`src/rtl/fcs_pkg.sv`:
```
package fcs_pkg;
  parameter int unsigned FCS_W       = 16;
  parameter logic [15:0] FCS_POLY    = 16'h8408;
  parameter logic [15:0] FCS_PRESET  = 16'hFFFF;
  parameter logic [15:0] FCS_RESIDUE = 16'hF0B8;

  typedef enum logic [2:0] {
    RG_HOLD   = 3'd0,
    RG_PRESET = 3'd1,
    RG_CLEAR  = 3'd2,
    RG_CRC    = 3'd3,
    RG_SHIFT  = 3'd4
  } rg_op_e;
endpackage

```
`src/rtl/fcs_ctrl.sv`:
```
module fcs_ctrl
  import fcs_pkg::*;
#(
  parameter int unsigned W = 16
) (
  input  logic   clk,
  input  logic   rst_n,
  input  logic   test_en,
  input  logic   bit_en,
  input  logic   sof,
  input  logic   eof,
  output rg_op_e op,
  output logic   cmp_now,
  output logic   cmp_clr,
  output logic   done
);
  localparam int unsigned CNT_W = $clog2(W + 1);
  localparam logic [CNT_W-1:0] CNT_LAST = CNT_W'(W - 1);
  localparam logic [CNT_W-1:0] CNT_FULL = CNT_W'(W);

  logic             test_q;
  logic [CNT_W-1:0] cnt_q, cnt_d;
  logic             done_q, done_d;
  logic             entering, active, room;

  always_comb begin
    entering = test_en & ~test_q;
    active   = test_en & test_q;
    room     = (cnt_q < CNT_FULL);

    if (entering)                    op = RG_CLEAR;
    else if (active)                 op = (bit_en && room) ? RG_SHIFT : RG_HOLD;
    else if (sof)                    op = RG_PRESET;
    else if (bit_en)                 op = RG_CRC;
    else                             op = RG_HOLD;

    cmp_now = active ? done_q : (!test_en && !sof && eof);
    cmp_clr = !test_en && sof;

    cnt_d  = cnt_q;
    done_d = done_q;
    if (!test_en || entering) begin
      cnt_d  = '0;
      done_d = 1'b0;
    end else if (op == RG_SHIFT) begin
      cnt_d = cnt_q + 1'b1;
      if (cnt_q == CNT_LAST) done_d = 1'b1;
    end
  end

  always_ff @(posedge clk or negedge rst_n) begin
    if (!rst_n) begin
      test_q <= 1'b0;
      cnt_q  <= '0;
      done_q <= 1'b0;
    end else begin
      test_q <= test_en;
      cnt_q  <= cnt_d;
      done_q <= done_d;
    end
  end

  assign done = done_q;

  AST_DONE_DROP:   assert property (@(posedge clk) disable iff (!rst_n) !test_en |=> !done);
  AST_DONE_STAYS:  assert property (@(posedge clk) disable iff (!rst_n) (done && test_en) |=> done);
  AST_CNT_BOUND:   assert property (@(posedge clk) disable iff (!rst_n) cnt_q <= CNT_FULL);
  AST_NO_SHIFT_AFTER_DONE: assert property (@(posedge clk) disable iff (!rst_n) done |-> (op != RG_SHIFT));
endmodule

```
`src/rtl/fcs_shreg.sv`:
```
module fcs_shreg
  import fcs_pkg::*;
#(
  parameter int unsigned  W      = 16,
  parameter logic [W-1:0] POLY   = 16'h8408,
  parameter logic [W-1:0] PRESET = 16'hFFFF
) (
  input  logic         clk,
  input  logic         rst_n,
  input  rg_op_e       op,
  input  logic         bit_in,
  output logic [W-1:0] q
);
  logic [W-1:0] q_r, q_d, crc_nx, shf_nx;
  logic         fb;

  assign fb = q_r[0] ^ bit_in;

  for (genvar i = 0; i < W; i++) begin : g_step
    if (i == W - 1) begin : g_top
      assign crc_nx[i] = fb & POLY[i];
      assign shf_nx[i] = bit_in;
    end else begin : g_mid
      assign crc_nx[i] = q_r[i+1] ^ (fb & POLY[i]);
      assign shf_nx[i] = q_r[i+1];
    end
  end

  always_comb begin
    unique case (op)
      RG_PRESET: q_d = PRESET;
      RG_CLEAR:  q_d = '0;
      RG_CRC:    q_d = crc_nx;
      RG_SHIFT:  q_d = shf_nx;
      default:   q_d = q_r;
    endcase
  end

  always_ff @(posedge clk or negedge rst_n) begin
    if (!rst_n) q_r <= PRESET;
    else        q_r <= q_d;
  end

  assign q = q_r;

  AST_HOLD_STABLE: assert property (@(posedge clk) disable iff (!rst_n) (op == RG_HOLD) |=> $stable(q_r));
  AST_SHIFT_ENTRY: assert property (@(posedge clk) disable iff (!rst_n) (op == RG_SHIFT) |=> (q_r[W-1] == $past(bit_in)));
endmodule

```
`src/rtl/fcs_cmp.sv`:
```
module fcs_cmp #(
  parameter int unsigned  W       = 16,
  parameter logic [W-1:0] RESIDUE = 16'hF0B8
) (
  input  logic         clk,
  input  logic         rst_n,
  input  logic         cmp_now,
  input  logic         cmp_clr,
  input  logic [W-1:0] value,
  input  logic [W-1:0] mask,
  output logic         good
);
  logic good_q, good_d, match;

  always_comb begin
    match  = ((value ^ mask) == RESIDUE);
    good_d = good_q;
    if (cmp_clr)      good_d = 1'b0;
    else if (cmp_now) good_d = match;
  end

  always_ff @(posedge clk or negedge rst_n) begin
    if (!rst_n) good_q <= 1'b0;
    else        good_q <= good_d;
  end

  assign good = good_q;

  AST_GOOD_CLR:  assert property (@(posedge clk) disable iff (!rst_n) cmp_clr |=> !good);
  AST_GOOD_HOLD: assert property (@(posedge clk) disable iff (!rst_n) (!cmp_now && !cmp_clr) |=> $stable(good));
endmodule

```
`src/rtl/fcs_check_rx.sv`:
```
module fcs_check_rx
  import fcs_pkg::*;
#(
  parameter int unsigned       W       = FCS_W,
  parameter logic [W-1:0]      POLY    = FCS_POLY,
  parameter logic [W-1:0]      PRESET  = FCS_PRESET,
  parameter logic [W-1:0]      RESIDUE = FCS_RESIDUE
) (
  input  logic         clk,
  input  logic         rst_n,
  input  logic         bit_in,
  input  logic         bit_en,
  input  logic         sof,
  input  logic         eof,
  input  logic         test_en,
  input  logic [W-1:0] corrupt_mask,
  output logic         fcs_ok,
  output logic         chk_done
);
  logic [1:0]   rst_sync;
  logic         rst_i_n;
  rg_op_e       op;
  logic         cmp_now, cmp_clr;
  logic [W-1:0] crc_q;

  always_ff @(posedge clk or negedge rst_n) begin
    if (!rst_n) rst_sync <= 2'b00;
    else        rst_sync <= {rst_sync[0], 1'b1};
  end
  assign rst_i_n = rst_sync[1];

  fcs_ctrl #(.W(W)) u_ctrl (
    .clk     (clk),
    .rst_n   (rst_i_n),
    .test_en (test_en),
    .bit_en  (bit_en),
    .sof     (sof),
    .eof     (eof),
    .op      (op),
    .cmp_now (cmp_now),
    .cmp_clr (cmp_clr),
    .done    (chk_done)
  );

  fcs_shreg #(.W(W), .POLY(POLY), .PRESET(PRESET)) u_reg (
    .clk    (clk),
    .rst_n  (rst_i_n),
    .op     (op),
    .bit_in (bit_in),
    .q      (crc_q)
  );

  fcs_cmp #(.W(W), .RESIDUE(RESIDUE)) u_cmp (
    .clk     (clk),
    .rst_n   (rst_i_n),
    .cmp_now (cmp_now),
    .cmp_clr (cmp_clr),
    .value   (crc_q),
    .mask    (corrupt_mask),
    .good    (fcs_ok)
  );

  AST_FROZEN_AFTER_DONE: assert property (@(posedge clk) disable iff (!rst_i_n) (chk_done && test_en) |=> $stable(crc_q));
  AST_SOF_NO_GOOD:       assert property (@(posedge clk) disable iff (!rst_i_n) (sof && !test_en) |=> !fcs_ok);
  AST_RESET_QUIET:       assert property (@(posedge clk) !rst_i_n |-> (!fcs_ok && !chk_done));
endmodule

```
`config.mk`:
```
export PLATFORM = sky130hd
export DESIGN_NAME = fcs_check_rx
export DESIGN_NICKNAME = d
export VERILOG_FILES = /design/src/rtl/fcs_pkg.sv /design/src/rtl/fcs_ctrl.sv /design/src/rtl/fcs_shreg.sv /design/src/rtl/fcs_cmp.sv /design/src/rtl/fcs_check_rx.sv
export SDC_FILE = /design/constraint.sdc
export NUM_CORES = 1
export LEC_CHECK = 0
export BUFFER_PORTS_ARGS = -buffer_cell sky130_fd_sc_hd__buf_2
export CAP_MARGIN = 15
export CORE_MARGIN = 1
export CORE_UTILIZATION = 45
export DETAILED_ROUTE_END_ITERATION = 10
export HOLD_SLACK_MARGIN = 0.08
export PLACE_DENSITY = 0.67
export REMOVE_ABC_BUFFERS = 1
export SLEW_MARGIN = 30
export SYNTH_ARGS = -nofsm -noshare
export SYNTH_HDL_FRONTEND = slang
export SYNTH_SLANG_ARGS = --single-unit
```
`constraint.sdc`:
```
create_clock -name clk -period 1.3 [get_ports clk]
set_input_delay 0.195 -clock clk [delete_from_list [all_inputs] [get_ports clk]]
set_output_delay 0.195 -clock clk [all_outputs]
set_load 0.01 [all_outputs]
```
After elaboration in Yosys (flattened, before gate mapping) --
Index checks and enable logic that the tools add are counted.
Operators by class: $add $sub $neg 1, $lt $le $gt $ge 1, equality and inequality tests 6, muxes and demuxes 14, bitwise operators 7, reduce and logical (&&, ||, !) cells 12
Operators by type and width (number):
- $pmux W16 S4 | 1
- $eq A16 B16 Y1 const B | 1
- $xor A16 B16 Y16 | 1
- $mux W3 | 4
- $mux W5 | 2
- $eq A3 B2 Y1 const B | 2
- $mux W1 | 6
- $reduce_bool A2 Y1 | 3
- $add A5 B1 Y5 const B | 1
- $eq A5 B4 Y1 const B | 1
- $lt A5 B5 Y1 const B | 1
- $logic_and A1 B1 Y1 | 4
- $reduce_bool A4 Y1 | 1
- $eq A3 B1 Y1 const B | 1
- $eq A3 B3 Y1 const B | 1
- $xor A1 B1 Y1 | 3
- $and A1 B1 Y1 | 2
- $logic_not A1 Y1 | 2
- $mux W2 | 1
- $reduce_and A2 Y1 | 1
- $logic_or A1 B1 Y1 | 1
- $not A1 Y1 | 1
Word-level totals: bits in registers 26, bits of input ports 23, output and inout bits 2, word-level logic and storage cells 47

Logic depth before layout (Yosys ltp) --
word-level depth 8, mapped depth 6, mapped depth without buffers 5

By module --
From an unflattened synthesis, not the netlist that was laid out.
Second synthesis, totals: cell total of the unflattened synthesis 120, area, all modules 1397.6 µm²
Modules (own cells, without submodules):
- fcs_shreg | times used 1, cells an instance 53, area an instance 763.2 µm², seq. area each 420.4 µm²
- fcs_ctrl | times used 1, cells an instance 38, area an instance 365.4 µm², seq. area each 175.2 µm²
- fcs_cmp | times used 1, cells an instance 26, area an instance 215.2 µm², seq. area each 25.0 µm²
- fcs_check_rx | times used 1, cells an instance 3, area an instance 53.8 µm², seq. area each 50.0 µm²

Least setup slack after synthesis --
Ideal clock, no wire load.
kind reg2reg, start point register u_ctrl.cnt_q[0], end point register u_ctrl.cnt_q[4], arrival 1340 ps, required time 1223 ps, slack -118 ps, cell stages (with the launch flop) 6, path buffers 0, period minus slack after synthesis 1418 ps, path through dfrtp_1 > ha_1 > and3_1 > ha_1 > or2b_1 > a21oi_1
Between the ends: word-level cells in the longest chain between the ends 7
Ends and longest elaborated chain:
- from (decl) | line fcs_ctrl.sv:22 | logic [CNT_W-1:0] cnt_q, cnt_d;
- from (signal assigned) | line fcs_ctrl.sv:58 | cnt_q <= cnt_d;
- $lt A5 B5 Y1 | line fcs_ctrl.sv:29 | room = (cnt_q < CNT_FULL);
- $logic_and A1 B1 Y1 | line fcs_ctrl.sv:32 | else if (active) op = (bit_en && room) ? RG_SHIFT : RG_HOLD;
- $mux W3 (2 in series) | line fcs_ctrl.sv:32
- $mux W3 | line fcs_ctrl.sv:31 | if (entering) op = RG_CLEAR;
- $eq A3 B3 Y1 | line fcs_ctrl.sv:45 | end else if (op == RG_SHIFT) begin
- $reduce_bool A2 Y1 (no source line)
Parallel ways exist; a longest one is shown, timed or not. The select of a mux whose other input is x is not followed. A chain may end at the register's enable or synchronous reset.

Final worst setup path --
start point register u_reg.q_r[0], in the netlist u_reg.q[0], end point register u_cmp.good_q, in the netlist u_cmp.good
Between the ends: word-level cells in the longest chain between the ends 4
Ends and longest elaborated chain:
- from (decl) | line fcs_shreg.sv:14 | logic [W-1:0] q_r, q_d, crc_nx, shf_nx;
- from (signal assigned) | line fcs_shreg.sv:41 | else q_r <= q_d;
- $xor A16 B16 Y16 | line fcs_cmp.sv:16 | match = ((value ^ mask) == RESIDUE);
- $eq A16 B16 Y1 | line fcs_cmp.sv:16
- $mux W1 | line fcs_cmp.sv:19 | else if (cmp_now) good_d = match;
- $mux W1 | line fcs_cmp.sv:18 | if (cmp_clr) good_d = 1'b0;
- to (signal assigned) | line fcs_cmp.sv:24 | else good_q <= good_d;
- to (decl) | line fcs_cmp.sv:13 | logic good_q, good_d, match;
No other way between the ends. The select of a mux whose other input is x is not followed.

==> results by group <==
Status
  • Status: finished, violations left
  • Failing checks: design-rule violations, negative setup slack

Logic synthesis
  • Yosys top cell by area: dfstp_2
  • Async S/R FF share, synth: 100%
  • Top post-synthesis cells by area: dfstp_2, dfrtp_1, xor2_1, a21oi_1, nor2_1
  • Yosys warnings: 0
  • Post-synth EDFFs: 0
  • Cell with the most instances after synthesis: nor2_1
  • Most used DFF post-synth: dfstp_2
  • #FFs+latches synth: 26
  • Post-synth top area share: a little under a third
  • Post-Synthesis Cells: around 140
  • Syn Std Cell Area: 1370 um^2
  • Syn_area_per_cell: just under 10 um^2
  • Unique cell type count in the Yosys netlist: 30
  • Sequential share of the synthesized area: between 40% and 50%
  • List of most frequent post-synthesis cells: nor2_1, nand2_1, a21oi_1, dfstp_2, xor2_1

Global routing
  • Number of global-route vias before repair: ~1200
  • Total GRT Usage: between 20% and 30%
  • Pin count of the biggest net entering global routing: 18
  • First-pass GRT wire length: between 5000 and 6000 um
  • Initial antenna violation count: 0
  • Remaining global-route overflow: 0

Layout
  • Area of the multi-input gates: 891 um^2
  • Filler Cells Inserted: between 200 and 250
  • Area delta synth->final: 49.2%
  • Fin util: between 70% and 80%
  • Post-route cell area: between 2000 and 2500 um^2
  • Fin nets: 222
  • Layout cells sized above 1: just over 60%
  • Ant. Diodes: 0
  • Area taken by flip-flops and latches: 672 um^2

Route
  • Antenna Nets Post-Route: 0
  • Via count: around 1300
  • Post-Route WL: 3530 um
  • First DRT Iteration DRCs: 38
  • TritonRoute pass-1 iters: 7
  • DRC Markers: 4
  • DR WL/cell: ~16 um
  • Vias per inst: ~5.5

STA
  • Post-layout min period: around 1.4 ns
  • Final hold slack: approximately 0.16 ns
  • Final Hold Viols: 0
  • RSZ-0062 raised after global routing: true
  • Max Slew Vio Count: 0
  • Worst Setup Slack, final: -0.112 ns
  • Setup-failing EPs final: 8
  • Worst Clk Skew: between 0.004 and 0.005 ns
  • Max Freq: approximately 710 MHz
  • Period Utilization, post-route: 109%

Pwr
  • Power Internal: about 1400 uW
  • Sw frac: approximately 29%
  • Sequential Power Share: between 50% and 60%
  • Maximum vdd drop: 0.513 mV
  • Switching Power: 568 uW
  • Gate power share: approximately 27%
  • LEAKAGE: about 0.00094 uW
  • Clock network power share: 20.8%
  • Pwr dens: 950 nW/um^2

Die
  • Starting Density: 48.7%
  • Core area: 2810 um^2
  • Die width: approximately 57 um
  • Die Ht: between 50 and 60 um
  • Number of I/O pins: 25
  • DIE AREA: 3260 um^2
  • Rows: 19

Hold path
  • Worst hold path class: input port to asynchronous set/reset pin

CTS
  • CTS clk-pin slew, worst paths: approximately 0.14 ns
  • Clock sink count: 26
  • Clk Latency, worst-skew pair: approximately 0.31 ns
  • CTS Buf Count: 3
  • H-tree depth: 1
  • Root buffer cell: clkbuf_4
  • TritonCTS clock tree: yes
  • Clk buf depth: 2

Placement
  • Post-DP HPWL: approximately 2200 um
  • Area after DPL: between 1500 and 2000 um^2
  • Gpl congestion: between 0.7 and 0.8
  • I/O Buffers: 24

Worst setup path
  • Crit path launch type: register
  • WP data arrival: between 1.5 and 2 ns
  • Crit. End Element: register
  • Crit Path Category: register to register
  • CP max FO: 3
  • Critical path required time: ~1.5 ns

Flow run
  • Max-cap violation count: 0
flip-flops by register name, indices dropped and copies added (netlist names):
register,flops
u_cmp.good,1
u_reg.q,16
u_ctrl.test_q,1
u_ctrl.cnt_q,5
u_ctrl.done,1
rst_sync,2
layer usage:
layer  vias up  wire length [um]  global-route usage [%]
li1        587                 -                       -
met1       619              1500                    27.9
met2        37              1770                    34.6
met3        10               158                    2.95
met4         0               106                    3.83
met5         -                 0                       0
layout by cell type, fill, tap and decap left out, types with 8 or more instances in the layout:
cell type   n
buf_2      24
buf_4      23
dfstp_2    16
nor2_1     15
a21oi_2    14
nand2_4    13
xor2_1     10
dfrtp_1     9
xnor2_1     8
critical path: stages (launching register included):
cell and delay [ns]:
dfstp_2 0.62, xor2_1 0.08, nor4_1 0.23, nand2_1 0.15, o31ai_2 0.25
logic make-up after synthesis:
kind of cell	share of synthesized area (%)
xor gates and xnor gates	12.8
other	0.274
buffers and inverters	3.66
DFF	49.1
adders and majority gates	1.83
and+or+nand+nor	20.8
AOI/OAI and AO/OA	11.5
area by class of cell:
cell class                 count  share of cell area (%)
tap                           31                    1.90
multi-input combinational    110                    43.7
sequential                    26                    33.0
clock buffer                   4                    1.78
inverter                       3                   0.552
timing repair buffer          53                    19.1
power by group through the flow:
stage               Clock (uW)  Combinational, uW  Sequential (uW)
floorplan                    0                187             1000
global placement             0                347             1010
detailed placement           0                360             1010
CTS                        413                405              996
global route               450                557             1020
finish                     403                520             1010
stage by stage:
stage,total power [uW],std cells,worst slack (ns),TNS (ns)
floorplan,1190,138,-0.188,-2.45
global placement,1350,213,-0.151,-1.08
detailed placement,1370,213,-0.201,-1.51
CTS,1810,224,-0.0925,-0.316
global route,2030,227,-0.176,-1.20
finish,1940,227,-0.112,-0.433
final timing paths:
| kind | start | end | slack, ns | cells after the start |
|---|---|---|---|---|
| max | u_reg.q[0]$_DFFE_PN1P_ | u_cmp.good$_DFFE_PN0P_ | -0.11 | 4 |
| min | rst_n | rst_sync[1]$_DFF_PN0_ | 0.16 | 2 |
| max in group asynchronous | rst_sync[1]$_DFF_PN0_ | u_reg.q[15]$_DFFE_PN1P_ | 0.63 | 1 |
| max reg2reg | u_reg.q[0]$_DFFE_PN1P_ | u_cmp.good$_DFFE_PN0P_ | -0.11 | 4 |
| min in group clk | corrupt_mask[3] | u_cmp.good$_DFFE_PN0P_ | 0.19 | 4 |
| min reg2reg | rst_sync[1]$_DFF_PN0_ | u_ctrl.cnt_q[0]$_DFFE_PN0P_ | 0.17 | 0 |
repair_timing:
| action | CTS | global route |
|---|---|---|
| cloned | 0 | 2 |
| pin swaps | 15 | 34 |
| hold buffers | 2 | 0 |
| endpoints found under the setup margin | 17 | 22 |
| endpoints found under the hold margin | 3 | 0 |
| setup buffers | 5 | 1 |
| resized for setup | 7 | 52 |
Note: power is estimated with default switching activity, not from simulation.
